$ cat config.mk
export PLATFORM = sky130hd
export DESIGN_NAME = cpuif_ack
export DESIGN_NICKNAME = d
export VERILOG_FILES = /design/src/rtl/cpuif_pkg.sv /design/src/rtl/cpuif_regs.sv /design/src/rtl/cpuif_qualify.sv /design/src/rtl/cpuif_active.sv /design/src/rtl/cpuif_ack.sv
export SDC_FILE = /design/constraint.sdc
export NUM_CORES = 1
export LEC_CHECK = 0
export BUFFER_PORTS_ARGS = -buffer_cell sky130_fd_sc_hd__buf_2
export CORE_MARGIN = 3
export CORE_UTILIZATION = 25
export CTS_BUF_LIST = sky130_fd_sc_hd__clkbuf_8
export CTS_CLUSTER_SIZE = 16
export DETAILED_ROUTE_END_ITERATION = 10
export GPL_TIMING_DRIVEN = 0
export PLACE_DENSITY_LB_ADDON = 0.25
export SYNTH_ARGS = -nofsm -noshare
export SYNTH_HDL_FRONTEND = slang
export SYNTH_HIERARCHICAL = 1
export SYNTH_SLANG_ARGS = --single-unit
export TNS_END_PERCENT = 20
$ cat constraint.sdc
create_clock -name clk -period 3.5 [get_ports clk]
set_input_delay 0.525 -clock clk [delete_from_list [all_inputs] [get_ports clk]]
set_output_delay 0.525 -clock clk [all_outputs]
set_load 0.02 [all_outputs]
$ cat src/rtl/cpuif_pkg.sv
package cpuif_pkg;
  localparam int ADDR_W = 2;

  typedef enum logic [ADDR_W-1:0] {
    SEL_CTRL = 2'd0,
    SEL_MASK = 2'd1,
    SEL_ACK  = 2'd2,
    SEL_EOI  = 2'd3
  } reg_sel_e;
endpackage

$ cat src/rtl/cpuif_regs.sv
module cpuif_regs #(
  parameter int PRIO_W = 8
) (
  input  logic              clk,
  input  logic              rst_n,
  input  logic              wr_ctrl_i,
  input  logic              wr_mask_i,
  input  logic              ctrl_bit_i,
  input  logic [PRIO_W-1:0] mask_val_i,
  output logic              enable_o,
  output logic [PRIO_W-1:0] mask_o
);
  logic              en_d, en_q;
  logic [PRIO_W-1:0] mask_d, mask_q;

  always_comb begin
    en_d   = en_q;
    mask_d = mask_q;
    if (wr_ctrl_i) en_d   = ctrl_bit_i;
    if (wr_mask_i) mask_d = mask_val_i;
  end

  always_ff @(posedge clk or negedge rst_n) begin
    if (!rst_n) begin
      en_q   <= 1'b0;
      mask_q <= '0;
    end else begin
      en_q   <= en_d;
      mask_q <= mask_d;
    end
  end

  assign enable_o = en_q;
  assign mask_o   = mask_q;

  // a threshold write is visible the next cycle
  a_r11_mask_write: assert property (@(posedge clk) disable iff (!rst_n)
    wr_mask_i |=> (mask_o == $past(mask_val_i)));
endmodule

$ cat src/rtl/cpuif_qualify.sv
module cpuif_qualify #(
  parameter int ID_W   = 10,
  parameter int PRIO_W = 8
) (
  input  logic              enable_i,
  input  logic              busy_i,
  input  logic              cand_valid_i,
  input  logic [ID_W-1:0]   cand_id_i,
  input  logic [PRIO_W-1:0] cand_prio_i,
  input  logic [PRIO_W-1:0] mask_i,
  output logic              hit_o
);
  localparam logic [ID_W-1:0] FIRST_RSVD = ID_W'((1 << ID_W) - 4);

  logic id_ok, prio_ok;

  always_comb begin
    id_ok   = cand_id_i < FIRST_RSVD;
    prio_ok = cand_prio_i < mask_i;
    hit_o   = enable_i && cand_valid_i && id_ok && prio_ok && !busy_i;
  end
endmodule

$ cat src/rtl/cpuif_active.sv
module cpuif_active #(
  parameter int ID_W = 10
) (
  input  logic            clk,
  input  logic            rst_n,
  input  logic            take_i,
  input  logic [ID_W-1:0] take_id_i,
  input  logic            eoi_i,
  input  logic [ID_W-1:0] eoi_id_i,
  output logic            busy_o,
  output logic [ID_W-1:0] busy_id_o,
  output logic            retire_o
);
  logic            busy_d, busy_q;
  logic [ID_W-1:0] id_d, id_q;

  always_comb begin
    busy_d   = busy_q;
    id_d     = id_q;
    retire_o = eoi_i && busy_q && (eoi_id_i == id_q);
    if (retire_o) begin
      busy_d = 1'b0;
    end else if (take_i) begin
      busy_d = 1'b1;
      id_d   = take_id_i;
    end
  end

  always_ff @(posedge clk or negedge rst_n) begin
    if (!rst_n) begin
      busy_q <= 1'b0;
      id_q   <= '0;
    end else begin
      busy_q <= busy_d;
      id_q   <= id_d;
    end
  end

  assign busy_o    = busy_q;
  assign busy_id_o = id_q;

  // a claim puts the ID in service
  a_r8_take_holds: assert property (@(posedge clk) disable iff (!rst_n)
    take_i |=> (busy_o && busy_id_o == $past(take_id_i)));

  // a mismatched completion leaves service untouched
  a_r10_eoi_mismatch: assert property (@(posedge clk) disable iff (!rst_n)
    (eoi_i && busy_o && eoi_id_i != busy_id_o) |=> (busy_o && $stable(busy_id_o)));
endmodule

$ cat src/rtl/cpuif_ack.sv
module cpuif_ack
  import cpuif_pkg::*;
#(
  parameter int ID_W   = 10,
  parameter int PRIO_W = 8,
  parameter int DATA_W = 32
) (
  input  logic              clk,
  input  logic              rst_n,
  input  logic              cand_valid_i,
  input  logic [ID_W-1:0]   cand_id_i,
  input  logic [PRIO_W-1:0] cand_prio_i,
  input  logic              bus_en_i,
  input  logic              bus_we_i,
  input  logic [ADDR_W-1:0] bus_addr_i,
  input  logic [DATA_W-1:0] bus_wdata_i,
  output logic [DATA_W-1:0] bus_rdata_o,
  output logic              irq_o,
  output logic              ack_strobe_o,
  output logic [ID_W-1:0]   ack_id_o,
  output logic              eoi_strobe_o,
  output logic [ID_W-1:0]   eoi_id_o
);
  localparam logic [ID_W-1:0] SPURIOUS   = {ID_W{1'b1}};
  localparam logic [ID_W-1:0] FIRST_RSVD = ID_W'((1 << ID_W) - 4);

  logic              rd, wr, enable, busy, hit, take, retire;
  logic [PRIO_W-1:0] mask;
  logic [ID_W-1:0]   busy_id;
  logic              unused_wdata;

  logic              irq_d, irq_q, ack_d, ack_q, eoi_d, eoi_q;
  logic [ID_W-1:0]   ack_id_d, ack_id_q, eoi_id_d, eoi_id_q;
  logic [DATA_W-1:0] rdata_d, rdata_q;

  assign rd           = bus_en_i && !bus_we_i;
  assign wr           = bus_en_i && bus_we_i;
  assign unused_wdata = ^bus_wdata_i[DATA_W-1:ID_W];

  cpuif_regs #(.PRIO_W(PRIO_W)) u_regs (
    .clk        (clk),
    .rst_n      (rst_n),
    .wr_ctrl_i  (wr && bus_addr_i == SEL_CTRL),
    .wr_mask_i  (wr && bus_addr_i == SEL_MASK),
    .ctrl_bit_i (bus_wdata_i[0]),
    .mask_val_i (bus_wdata_i[PRIO_W-1:0]),
    .enable_o   (enable),
    .mask_o     (mask)
  );

  cpuif_qualify #(.ID_W(ID_W), .PRIO_W(PRIO_W)) u_qual (
    .enable_i     (enable),
    .busy_i       (busy),
    .cand_valid_i (cand_valid_i),
    .cand_id_i    (cand_id_i),
    .cand_prio_i  (cand_prio_i),
    .mask_i       (mask),
    .hit_o        (hit)
  );

  assign take = rd && bus_addr_i == SEL_ACK && hit;

  cpuif_active #(.ID_W(ID_W)) u_active (
    .clk       (clk),
    .rst_n     (rst_n),
    .take_i    (take),
    .take_id_i (cand_id_i),
    .eoi_i     (wr && bus_addr_i == SEL_EOI),
    .eoi_id_i  (bus_wdata_i[ID_W-1:0]),
    .busy_o    (busy),
    .busy_id_o (busy_id),
    .retire_o  (retire)
  );

  always_comb begin
    irq_d    = hit && !take;
    ack_d    = take;
    ack_id_d = take ? cand_id_i : ack_id_q;
    eoi_d    = retire;
    eoi_id_d = retire ? busy_id : eoi_id_q;
    rdata_d  = rdata_q;
    if (rd) begin
      unique case (bus_addr_i)
        SEL_CTRL: rdata_d = DATA_W'(enable);
        SEL_MASK: rdata_d = DATA_W'(mask);
        SEL_ACK:  rdata_d = DATA_W'(hit ? cand_id_i : SPURIOUS);
        default:  rdata_d = '0;
      endcase
    end
  end

  always_ff @(posedge clk or negedge rst_n) begin
    if (!rst_n) begin
      irq_q    <= 1'b0;
      ack_q    <= 1'b0;
      ack_id_q <= '0;
      eoi_q    <= 1'b0;
      eoi_id_q <= '0;
      rdata_q  <= '0;
    end else begin
      irq_q    <= irq_d;
      ack_q    <= ack_d;
      ack_id_q <= ack_id_d;
      eoi_q    <= eoi_d;
      eoi_id_q <= eoi_id_d;
      rdata_q  <= rdata_d;
    end
  end

  assign irq_o        = irq_q;
  assign ack_strobe_o = ack_q;
  assign ack_id_o     = ack_id_q;
  assign eoi_strobe_o = eoi_q;
  assign eoi_id_o     = eoi_id_q;
  assign bus_rdata_o  = rdata_q;

  // a request implies the enable bit was set
  a_r2_needs_enable: assert property (@(posedge clk) disable iff (!rst_n)
    irq_o |-> $past(enable));

  // a request implies the priority beat the threshold
  a_r3_below_mask: assert property (@(posedge clk) disable iff (!rst_n)
    irq_o |-> ($past(cand_prio_i) < $past(mask)));

  // the claim strobe agrees with the returned read data
  a_r5_rdata_match: assert property (@(posedge clk) disable iff (!rst_n)
    ack_strobe_o |-> (bus_rdata_o == DATA_W'(ack_id_o)));

  // reserved IDs are never claimed
  a_r7_no_reserved: assert property (@(posedge clk) disable iff (!rst_n)
    ack_strobe_o |-> (ack_id_o < FIRST_RSVD));

  // the request drops right after a claim
  a_r8_irq_drops: assert property (@(posedge clk) disable iff (!rst_n)
    take |=> !irq_o);
endmodule

## Yosys cells after proc, flatten, opt, wreduce, memory -nomap -nowiden

Cells that the tools add are included.

| word-level totals | value |
|---|---|
| logic and storage cells | 41 |
| output and inout port bits | 55 |
| register bits after elaboration | 75 |

| operators by class | value |
|---|---|
| bitwise operators | 1 |
| muxes and demuxes | 4 |
| magnitude comparators | 2 |
| reduce and logical (&&, ||, !) cells | 20 |
| equality and inequality tests | 4 |

Operator list:

| cell | number |
|---|---|
| $pmux W10 S3 | 1 |
| $logic_and A1 B1 Y1 | 14 |
| $eq A10 B10 Y1 | 1 |
| $lt A10 B10 Y1 const B | 1 |
| $mux W10 | 1 |
| $lt A8 B8 Y1 | 1 |
| $eq A2 B2 Y1 const B | 2 |
| $logic_not A1 Y1 | 3 |
| $eq A2 B1 Y1 const B | 1 |
| $logic_not A2 Y1 | 1 |
| $mux W1 | 2 |
| $reduce_and A2 Y1 | 1 |
| $reduce_bool A2 Y1 | 1 |
| $not A1 Y1 | 1 |

## Depth between registers and ports, before layout

Gate-level depths: netlist of the first run.

| depth | value |
|---|---|
| depth in word-level cells | 7 |
| depth in mapped cells | 11 |
| mapped depth without buffers | 10 |

## Cells and area by module

Netlist of the first run, hierarchy kept.

By module, submodules not included:

| module | cells each | area each (um2) | instances | seq. area each (um2) |
|---|---|---|---|---|
| cpuif_ack | 135 | 1,572.8 | 1 | 825.8 |
| cpuif_active | 39 | 541.8 | 1 | 275.3 |
| cpuif_regs | 19 | 367.9 | 1 | 225.2 |
| cpuif_qualify | 28 | 197.7 | 1 | 0.0 |

## Least setup slack after synthesis of the first run

OpenSTA, ideal clock, no wires.

| timing | value |
|---|---|
| path type | input to register |
| start | in cand_prio_i[3] |
| end | reg u_active.id_q[0] (netlist: u_active/busy_id_o[0]) |
| stages | 10 |
| library setup time | 0.125 ns |
| arrival time | 2.400 ns |
| path slack | 0.975 ns |
| cells stage by stage | ha_1 a211o_1 a21oi_1 o21ai_1 a41oi_1 nand3_4 buf_6 inv_1 o41ai_4 mux2_2 |

| between the ends | value |
|---|---|
| longest elaborated chain between the ends | 5 |

Ends and longest elaborated chain:

| item | line | source |
|---|---|---|
| start: declaration | cpuif_ack.sv:12 | `input logic [PRIO_W-1:0] cand_prio_i,` |
| $lt A8 B8 Y1 | cpuif_qualify.sv:19 | `prio_ok = cand_prio_i < mask_i;` |
| $logic_and A1 B1 Y1 (2 in series) | cpuif_qualify.sv:20 | `hit_o = enable_i && cand_valid_i && id_ok && prio_ok && !busy_i;` |
| via hit | cpuif_ack.sv:27 | `logic rd, wr, enable, busy, hit, take, retire;` |
| $logic_and A1 B1 Y1 | cpuif_ack.sv:61 | `assign take = rd && bus_addr_i == SEL_ACK && hit;` |
| via ack_d | cpuif_ack.sv:32 | `logic irq_d, irq_q, ack_d, ack_q, eoi_d, eoi_q;` |
| $reduce_and A2 Y1 (no line) | -- |  |
| end signal: assignment | cpuif_active.sv:35 | `id_q <= id_d;` |
| end: declaration | cpuif_active.sv:15 | `logic [ID_W-1:0] id_d, id_q;` |

The timed path passes the listed nets, and every way through them passes these cells.
A chain may end at the register's enable or synchronous reset.

## Worst setup path in the final report of the first run

| timing | value |
|---|---|
| start | reg u_regs.mask_q[3] (netlist: u_regs/mask_o[3]) |
| end | reg u_active.id_q[1] (netlist: u_active/busy_id_o[1]) |

| between the ends | value |
|---|---|
| longest elaborated chain between the ends | 5 |

Ends and longest elaborated chain:

| item | line | source |
|---|---|---|
| start: declaration | cpuif_regs.sv:14 | `logic [PRIO_W-1:0] mask_d, mask_q;` |
| start signal: assignment | cpuif_regs.sv:29 | `mask_q <= mask_d;` |
| $lt A8 B8 Y1 | cpuif_qualify.sv:19 |  |
| $logic_and A1 B1 Y1 (2 in series) | cpuif_qualify.sv:20 |  |
| via hit | cpuif_ack.sv:27 |  |
| $logic_and A1 B1 Y1 | cpuif_ack.sv:61 |  |
| via ack_d | cpuif_ack.sv:32 |  |
| $reduce_and A2 Y1 (no line) | -- |  |

The timed path passes the listed nets, and every way through them passes these cells.

==> out/qor.yml, run 1 <==
worst_setup_path:
  start_kind: "flop"
  worstRegToRegCells: 11
  cp-startpoint: "u_regs/mask_o[3]"
  r2r-start: "u_regs/mask_o[3]"
  cp-end-kind: "flop"
  cp_max_fo: 10
  worstPathArrival_ns: 2.86
  r2r-end: "u_active/busy_id_o[1]"
  r2r_setup_slack_ns: 0.84
  path_class: "flop to flop"
  required_ns: 3.70
global_route:
  grt_pass1_vias: 1823
  antenna_found_initial: 0
  grt_max_degree: 54
  grtUsageTotal: 0.114
  grt_pass1_wl_um: 10300
  grt_overflow: 0
routing:
  vias: 1832
  wl_um: 6630
  avgRoutedWirePerCell_um: 14.6
  viasPerCell: 4.04
  first_pass_iters: 2
  drt_iter0_markers: 75
  ant_nets: 0
  drc: 0
timing:
  finalSetupViolations: 0
  max_freq_mhz: 376
  relSlewSlack: 0.485
  tightest_slew_ns: 0.769
  hold_violations: 0
  rsz0062_at_grt: "false"
  skew_ns: 0.00951
  report.final.slew_viol_count: 0
  period_share: 0.760
  min_period_ns: 2.66
  setup_tns_ns: 0
  hold_ws_ns: 0.255
min_path:
  hold_path_class: "input pin to asynchronous set/reset pin"
finish:
  layout.cells.most_common_list: "buf_2, dfrtp_1, buf_4"
  layout.cells.non_filler: 453
  diodes: 0
  area_delta_synth_final_pct: 25.3
  final_nets: 380
  drive_gt1_frac: 0.467
  multi_input_area_sq_um: 1180
  fill_cells: 1113
  regArea_sq_um: 1330
  final_common_cell: "buf_2"
run_status:
  status: "complete, no violations"
logic_synthesis:
  yosysSeqAreaShare: 0.495
  ys_seq_elements: 53
  synthFlopType: "dfrtp_1"
  ys_types: 34
  netlist_area_sq_um: 2680
  synth_edf_count: 0
  synthArstFlopShare: 1.00
  synth_top_area_frac: 0.495
  syn_avg_cell_area_sq_um: 12.1
  yosys_warnings: 6
  synth_area_leaders: "dfrtp_1, mux2_4, mux2_2"
  yosys.area.top_type: "dfrtp_1"
  synth_cells: 221
die:
  initial_core_util: 0.258
  die_h_um: 110
  io_pins: 112
  die-area_sq_um: 12000
  rows: 37
  die_w_um: 110
  core-area_sq_um: 10400
placed_design:
  gp_congestion: 0.753
  place_inst: 445
  port_buffers: 67
  post-dp-hpwl_um: 5210
power_and_ir_drop:
  irDropWorstVdd_mv: 0.181
  cellLeakagePower_nw: 1.74
  p_total_w: 0.00154
  power_density_nw_per_um2: 458
clocking:
  clk_latency_ns: 0.31
  clockBufferDepth: 2
  cts_tree: "built"
  cts_root_buf: "clkbuf_8"
  post_cts.repair.setup_buffers: 0
  clk_transition_reported_paths_ns: 0.10
  ctsHoldBuffers: 0
  cts_resized: 0
  numCtsBuffers: 5
  htree_levels: 2
  clock-sinks: 53
flow_run:
  max-cap-violations: 0
[metrics by stage]
stage | util | setup slack (ns) | cell area, sq um
3_3_place_gp | 0.315 | 0.612 | 3260
4_1_cts | 0.324 | 0.786 | 3360
5_1_grt | 0.324 | 0.602 | 3360
2_1_floorplan | - | 0.975 | 2760
3_5_place_dp | 0.315 | 0.572 | 3260
6_report | 0.324 | 0.840 | 3360
[final cells by class]
class,count,share of cell area
inverter,9,0.0101
multi-input combinational,150,0.351
clock buffer,5,0.0205
tap,136,0.0507
clock inverter,3,0.00671
sequential,53,0.395
buffer,30,0.0659
timing repair buffer,67,0.101
[logic make-up after synthesis]
logic type | after synthesis | share of synthesized area
other cells | 1 | 0.00140
xor+xnor | 10 | 0.0327
flops | 53 | 0.495
compound gates | 30 | 0.0724
simple gates | 41 | 0.0794
buf+inv | 39 | 0.0952
mux | 40 | 0.191
fa+ha+maj | 7 | 0.0327
[worst max path at each step]
stage | endpoint | slack [ns] | depth (start not counted)
3_5_place_dp | u_active/busy_id_o[1] | 0.57 | 11
3_3_place_gp | u_active/busy_id_o[8] | 0.61 | 11
2_1_floorplan | u_active/busy_id_o[0] | 0.98 | 10
5_1_grt | u_active/busy_id_o[0] | 0.60 | 11
4_1_cts | u_active/busy_id_o[8] | 0.79 | 11
6_report | u_active/busy_id_o[1] | 0.84 | 11
[cell usage after synthesis, types with 3 or more instances]
master and instances:
buf_2 3, buf_4 22, nand2_1 14, buf_6 3, mux2_2 22, inv_1 9, o21ai_0 14, a31oi_1 8
mux2_4 17, a21oi_1 3, nand4_1 3, xnor2_1 10, dfrtp_1 53, nor2_1 11, ha_1 7
[layer usage]
metal  global-route usage  part of all wire  vias up
met5                    0                 0        -
met4               0.0214            0.0083        0
met3               0.0299             0.066        5
met2                0.179              0.46       58
met1                0.158              0.47      872
li1                     -                 -      897
[report_power, final]
part	internal (W)	total (W)	switching (W)	leakage [nW]
clock	0.000141	0.000355	0.000214	0.0364
sequential	0.000703	0.000770	0.0000672	0.691
combinational	0.000197	0.000414	0.000217	1.02
total	0.00104	0.00154	0.000498	1.74
[critical path: stages (launching register included)]
cell     delay [ns]
dfrtp_1        0.39
inv_1          0.05
ha_1           0.28
a211o_1        0.29
a21oi_1        0.10
o21ai_1        0.09
a41oi_1        0.37
nand3_4        0.12
buf_6          0.19
inv_1          0.16
o41ai_4        0.20
mux2_2         0.32
[sequential cells by signal (all words and copies together) (netlist names)]
name,count
u_regs/enable_o,1
irq_o,1
u_regs/mask_o,8
ack_strobe_o,1
eoi_id_o,10
u_active/busy_id_o,10
bus_rdata_o,10
ack_id_o,10
eoi_strobe_o,1
u_active/busy_o,1
No activity file was read; power rests on OpenSTA's default activity.
==> run 2, diff against run 1 <==
clock period = 2.2 ns   (was 3.5 ns; I/O delays follow)
==> run 2 against run 1 <==
Compared with the run above:
- the run now ends with negative setup slack left
- non-clock buffer count grew 9
- critical path type unchanged
- critical path depth is 1 lower
- sequential share of layout area shrank 1.7 points
- first-iteration DRC count is 15% lower
==> out/qor.yml, run 2 (same netlist as run 1, synthesis figures left out) <==
run_status:
  status: "finished with violations"  # was complete, no violations
  violations: "negative setup slack"
global_route:
  grt_pass1_vias: 1901  # was 1823
  grt_overflow: 0  # unchanged
  grtUsageMet2: 0.188  # was 0.179
  grt_util_met1: 0.149  # was 0.158
  grt_max_degree: 54  # unchanged
  grt_pass1_wl_um: 10300  # about the same
  met3_usage: 0.0299  # unchanged
  antenna_found_initial: 0  # unchanged
  grtUsageTotal: 0.114  # about the same
  busiest_layer: "met2"  # unchanged
clocking:
  clockBufferDepth: 2  # unchanged
  clk_latency_ns: 0.30  # was 0.31 ns
  cts_root_buf: "clkbuf_8"  # unchanged
  ctsHoldBuffers: 0  # unchanged
  clock-sinks: 53  # unchanged
  cts_tree: "built"  # unchanged
  clk_transition_reported_paths_ns: 0.10  # about the same
  htree_levels: 2  # unchanged
  numCtsBuffers: 5  # unchanged
finish:
  fill_cells: 1085  # was 1113
  final_common_cell: "buf_2"  # unchanged
  diodes: 0  # unchanged
  final_area_sq_um: 3510  # was 3360 sq um
  layout.cells.most_common_list: "buf_2, dfrtp_1, buf_4"  # unchanged
  layout.cells.non_filler: 463  # was 453
  area_delta_synth_final_pct: 30.9  # was 25.3%
  final_nets: 390  # was 380
  drive_gt1_frac: 0.508  # was 0.467
  post-route-util: 0.338  # was 0.324
worst_setup_path:
  worst_path_max_delay_cell: "dfrtp_1"  # unchanged
  cp-end-kind: "flop"  # unchanged
  r2r-start: "u_regs/mask_o[3]"  # unchanged
  crit_family: "compound AO/OA/AOI/OAI gates"  # unchanged
  r2r_setup_slack_ns: -0.03  # was 0.84 ns
  start_kind: "flop"  # unchanged
  path_class: "flop to flop"  # unchanged
  required_ns: 2.40  # was 3.70 ns
  r2r-end: "u_active/busy_id_o[0]"  # was u_active/busy_id_o[1]
  worstRegToRegCells: 10  # was 11
  crit_chain: "inv_2 -> ha_4 -> a211o_1 -> a21oi_1 -> o21ai_1 -> a41oi_2 -> nand3_4 -> inv_8 -> o41ai_4 -> mux2_4"  # was inv_1 -> ha_1 -> a211o_1 -> a21oi_1 -> o21ai_1 -> a41oi_1 -> nand3_4 -> buf_6 -> inv_1 -> o41ai_4 -> mux2_2
  cp_max_fo: 5  # was 10
  path_buf_inv: 2  # was 3
  worstPathArrival_ns: 2.42  # was 2.86 ns
  max_stage_delay_ns: 0.41  # was 0.39 ns
routing:
  viasPerCell: 4.08  # was 4.04
  ant_nets: 0  # unchanged
  vias: 1891  # was 1832
  wl_um: 6680  # was 6630 um
  drc: 0  # unchanged
  avgRoutedWirePerCell_um: 14.4  # was 14.6 um
  first_pass_iters: 4  # was 2
  drt_iter0_markers: 64  # was 75
timing:
  relSlewSlack: 0.547  # was 0.485
  max_freq_mhz: 449  # was 376 MHz
  skew_ns: 0.00637  # was 0.00951 ns
  finalSetupViolations: 10  # was 0
  min_period_ns: 2.23  # was 2.66 ns
  setup_tns_ns: -0.0850  # was 0 ns
  hold_violations: 0  # unchanged
  layout_setup_ws_ns: -0.0269  # was 0.840 ns
  tightest_slew_ns: 0.680  # was 0.769 ns
  report.final.slew_viol_count: 0  # unchanged
  rsz0062_at_grt: "true"  # was false
  period_share: 1.01  # was 0.760
placed_design:
  place_inst: 445  # unchanged
  placedInstanceArea_sq_um: 3300  # was 3260 sq um
  port_buffers: 67  # unchanged
  post-dp-hpwl_um: 5080  # was 5210 um
  gp_congestion: 0.743  # was 0.753
power_and_ir_drop:
  p_int_w: 0.00170  # was 0.00104 W
  p_total_w: 0.00250  # was 0.00154 W
  swShare: 0.319  # was 0.324
  power_frac_clock: 0.213  # was 0.231
  sequentialPowerShare: 0.490  # was 0.500
  cellLeakagePower_nw: 1.80  # was 1.74 nW
  power_density_nw_per_um2: 711  # was 458 nW/um^2
  combPwrFrac: 0.297  # was 0.269
  irDropWorstVdd_mv: 0.223  # was 0.181 mV
  power_switching_w: 0.000796  # was 0.000498 W
die:
  die_w_um: 110  # unchanged
  io_pins: 112  # unchanged
  die-area_sq_um: 12000  # unchanged
  die_h_um: 110  # unchanged
  initial_core_util: 0.258  # unchanged
  rows: 37  # unchanged
  core-area_sq_um: 10400  # unchanged
min_path:
  hold_path_class: "input pin to asynchronous set/reset pin"  # unchanged
flow_run:
  max-cap-violations: 0  # unchanged
[run 2: cell type report]
class / count / area [sq um] / area share
inverters: 9 / 41.3 / 0.0118
well taps: 136 / 170 / 0.0485
plain buffers: 29 / 211 / 0.0603
multi-input cells: 151 / 1260 / 0.360
flip-flops and latches: 53 / 1330 / 0.378
clock inverters: 3 / 13.8 / 0.00392
repair buffers: 77 / 413 / 0.118
clock buffers: 5 / 68.8 / 0.0196
[run 2: how the worst max path moves through the flow]
stage,cells after the start,slack (ns),from,end
5_1_grt,9,-0.15,u_regs/mask_o[6],u_active/busy_id_o[0]
3_5_place_dp,11,-0.29,cand_prio_i[3],u_active/busy_id_o[0]
2_1_floorplan,11,0.006,u_regs/mask_o[3],u_active/busy_id_o[0]
3_3_place_gp,11,-0.29,cand_prio_i[3],u_active/busy_id_o[0]
4_1_cts,11,-0.10,u_regs/mask_o[3],u_active/busy_id_o[0]
6_report,10,-0.03,u_regs/mask_o[3],u_active/busy_id_o[0]
[run 2: metrics by stage]
step | setup slack (ns) | hold WS (ns)
after floorplan | 0.00630 | 0.0344
after global placement | -0.289 | 0.462
after detailed placement | -0.290 | 0.488
after CTS | -0.102 | 0.273
after global routing | -0.148 | 0.109
final | -0.0269 | 0.0524
[run 2: routing by layer]
metal / share of wire / wire length [um]
met4: 0.0066 / 44
met5: 0 / 0
met1: 0.45 / 2980
met3: 0.064 / 425
met2: 0.48 / 3230
[run 2: power groups by stage]
stage | Combinational [W] | Sequential, W | Clock [W]
finish | 0.000742 | 0.00122 | 0.000530
global route | 0.000821 | 0.00124 | 0.000599
CTS | 0.000728 | 0.00122 | 0.000560
detailed placement | 0.000685 | 0.00125 | 0
global placement | 0.000680 | 0.00124 | 0
floorplan | 0.000404 | 0.00130 | 0
[run 2: what timing repair did]
action                     in CTS  in global routing
setup buffers                   8                  2
pin swaps                       3                  2
setup endpoints to repair      19                 38
gates resized for setup         6                  6
cloned                          1                  0
==> run 3, diff against run 2 <==
SKIP_CTS_REPAIR_TIMING = 1   (was not set)
==> run 3 against run 2 <==
Compared with the run above:
- the flow still finishes with violations (negative setup slack)
- flip-flop and latch count stayed put
- via count increased by 1.2%
- sequential power barely moved
- hold slack improved by 0.0089 ns
- clock skew decreased by 0.0014 ns
- combinational power is 0.9% higher
- global-route usage fell by 0.48 points
- cell count is 1.1% higher
- first-iteration DRC count decreased by 6.3%
- critical path type unchanged
- largest cell class unchanged
- highest routed layer unchanged
==> out/qor.yml, run 3 (same netlist as run 1, synthesis figures left out) <==
worst_setup_path:
  worstRegToRegCells: 11  # was 10
  r2r_setup_slack_ns: -0.14  # was -0.03 ns
  path_class: "flop to flop"  # unchanged
  start_kind: "flop"  # unchanged
  cp_max_fo: 7  # was 5
  r2r-start: "u_regs/mask_o[3]"  # unchanged
  cp-end-kind: "flop"  # unchanged
  r2r-end: "u_active/busy_id_o[0]"  # unchanged
  worstPathArrival_ns: 2.53  # was 2.42 ns
  required_ns: 2.39  # was 2.40 ns
timing:
  hold_violations: 0  # unchanged
  skew_ns: 0.00496  # was 0.00637 ns
  relSlewSlack: 0.540  # was 0.547
  finalSetupViolations: 19  # was 10
  layout_setup_ws_ns: -0.135  # was -0.0269 ns
  min_period_ns: 2.34  # was 2.23 ns
  hold_ws_ns: 0.0613  # was 0.0524 ns
  period_share: 1.06  # was 1.01
  tightest_slew_ns: 0.690  # was 0.680 ns
  report.final.slew_viol_count: 0  # unchanged
  max_freq_mhz: 428  # was 449 MHz
  rsz0062_at_grt: "true"  # unchanged
  setup_tns_ns: -1.66  # was -0.0850 ns
routing:
  drt_iter0_markers: 60  # was 64
  ant_nets: 0  # unchanged
  first_pass_iters: 4  # unchanged
  wl_um: 6760  # was 6680 um
  drc: 0  # unchanged
  viasPerCell: 4.09  # was 4.08
  avgRoutedWirePerCell_um: 14.4  # about the same
  vias: 1913  # was 1891
power_and_ir_drop:
  cellLeakagePower_nw: 1.84  # was 1.80 nW
  swShare: 0.318  # was 0.319
  sequentialPowerShare: 0.490  # about the same
  power_switching_w: 0.000795  # was 0.000796 W
  power_density_nw_per_um2: 701  # was 711 nW/um^2
  power_frac_clock: 0.210  # was 0.213
  combPwrFrac: 0.300  # was 0.297
  irDropWorstVdd_mv: 0.222  # was 0.223 mV
  p_int_w: 0.00170  # about the same
placed_design:
  place_ws_ns: -0.290  # unchanged
  post-dp-hpwl_um: 5080  # unchanged
  placedInstanceArea_sq_um: 3300  # unchanged
  port_buffers: 67  # unchanged
  gp_congestion: 0.743  # unchanged
  place_inst: 445  # unchanged
clocking:
  cts_root_buf: "clkbuf_8"  # unchanged
  clk_transition_reported_paths_ns: 0.09  # was 0.10 ns
  htree_levels: 2  # unchanged
  numCtsBuffers: 5  # unchanged
  cts_tree: "built"  # unchanged
  clockBufferDepth: 2  # unchanged
  clk_latency_ns: 0.30  # about the same
  clock-sinks: 53  # unchanged
min_path:
  hold_path_class: "input pin to asynchronous set/reset pin"  # unchanged
die:
  core-area_sq_um: 10400  # unchanged
  io_pins: 112  # unchanged
  die_w_um: 110  # unchanged
  rows: 37  # unchanged
  initial_core_util: 0.258  # unchanged
  die_h_um: 110  # unchanged
  die-area_sq_um: 12000  # unchanged
finish:
  layout.cells.non_filler: 468  # was 463
  final_nets: 395  # was 390
  final_common_cell: "buf_2"  # unchanged
  layout.cells.most_common_list: "buf_2, dfrtp_1, buf_4"  # unchanged
  final_area_sq_um: 3570  # was 3510 sq um
  area_delta_synth_final_pct: 33.1  # was 30.9%
  drive_gt1_frac: 0.509  # was 0.508
  diodes: 0  # unchanged
global_route:
  grt_pass1_wl_um: 9950  # was 10300 um
  grtUsageTotal: 0.109  # was 0.114
  grt_overflow: 0  # unchanged
  grt_pass1_vias: 1852  # was 1901
  grt_max_degree: 54  # unchanged
  antenna_found_initial: 0  # unchanged
run_status:
  status: "finished with violations"  # unchanged
  violations: "negative setup slack"  # unchanged
flow_run:
  max-cap-violations: 0  # unchanged
==> run 3: cell types whose count changed in the layout (fill, tap and decap cells not counted) <==
cell,before,now
buf_2,69,70
inv_1,7,8
inv_2,2,1
ha_1,4,5
clkbuf_2,1,0
ha_2,1,0
buf_6,2,4
o21ai_1,3,6
inv_8,1,0
buf_4,33,35
clkinv_8,0,1
o21ai_0,12,9
buf_12,0,1
==> run 3: routing by layer <==
layer | vias to the layer above | part of all wire | global-route usage
met5 | - | 0 | 0
met4 | 0 | 0.0070 | 0.0294
met3 | 4 | 0.061 | 0.0299
met2 | 52 | 0.48 | 0.174
met1 | 918 | 0.45 | 0.146
li1 | 939 | - | -
==> run 3: worst max-delay path by stage <==
stage	end	slack (ns)	start
finish	u_active/busy_id_o[0]	-0.14	u_regs/mask_o[3]
global route	u_active/busy_id_o[0]	-0.24	u_regs/mask_o[3]
CTS	u_active/busy_id_o[0]	-0.29	u_regs/mask_o[3]
detailed placement	u_active/busy_id_o[0]	-0.29	cand_prio_i[3]
global placement	u_active/busy_id_o[0]	-0.29	cand_prio_i[3]
floorplan	u_active/busy_id_o[0]	0.006	u_regs/mask_o[3]
==> run 3: power by group through the flow <==
stage / Clock (W) / Combinational (W) / Sequential (W)
4_1_cts: 0.000560 / 0.000688 / 0.00123
5_1_grt: 0.000597 / 0.000825 / 0.00125
3_5_place_dp: 0 / 0.000685 / 0.00125
6_report: 0.000526 / 0.000749 / 0.00123
3_3_place_gp: 0 / 0.000680 / 0.00124
2_1_floorplan: 0 / 0.000404 / 0.00130
==> run 3: per-stage QoR <==
step / total power (W) / utilization
after global routing: 0.00267 / 0.344
after global placement: 0.00192 / 0.318
after CTS: 0.00247 / 0.326
after detailed placement: 0.00193 / 0.318
final: 0.00250 / 0.344
after floorplan: 0.00171 / -
==> run 3: area by class of cell <==
type | instances | area (sq um)
Buffer | 30 | 231
Tap cell | 136 | 170
Timing Repair Buffer | 81 | 450
Clock buffer | 5 | 68.8
Fill cell | 1092 | 6800
Clock inverter | 3 | 13.8
Multi-Input combinational cell | 151 | 1260
Sequential cell | 53 | 1330
Inverter | 9 | 46.3
==> run 3: worst max-delay path, stage by stage (launching register included) <==
cell and delay, ns:
dfrtp_1 0.42, inv_2 0.09, ha_4 0.20, a211o_1 0.25, a21oi_1 0.11, o21ai_1 0.10
a41oi_2 0.27, nand3_4 0.12, buf_12 0.16, clkinv_8 0.06, o41ai_4 0.13, mux2_4 0.33
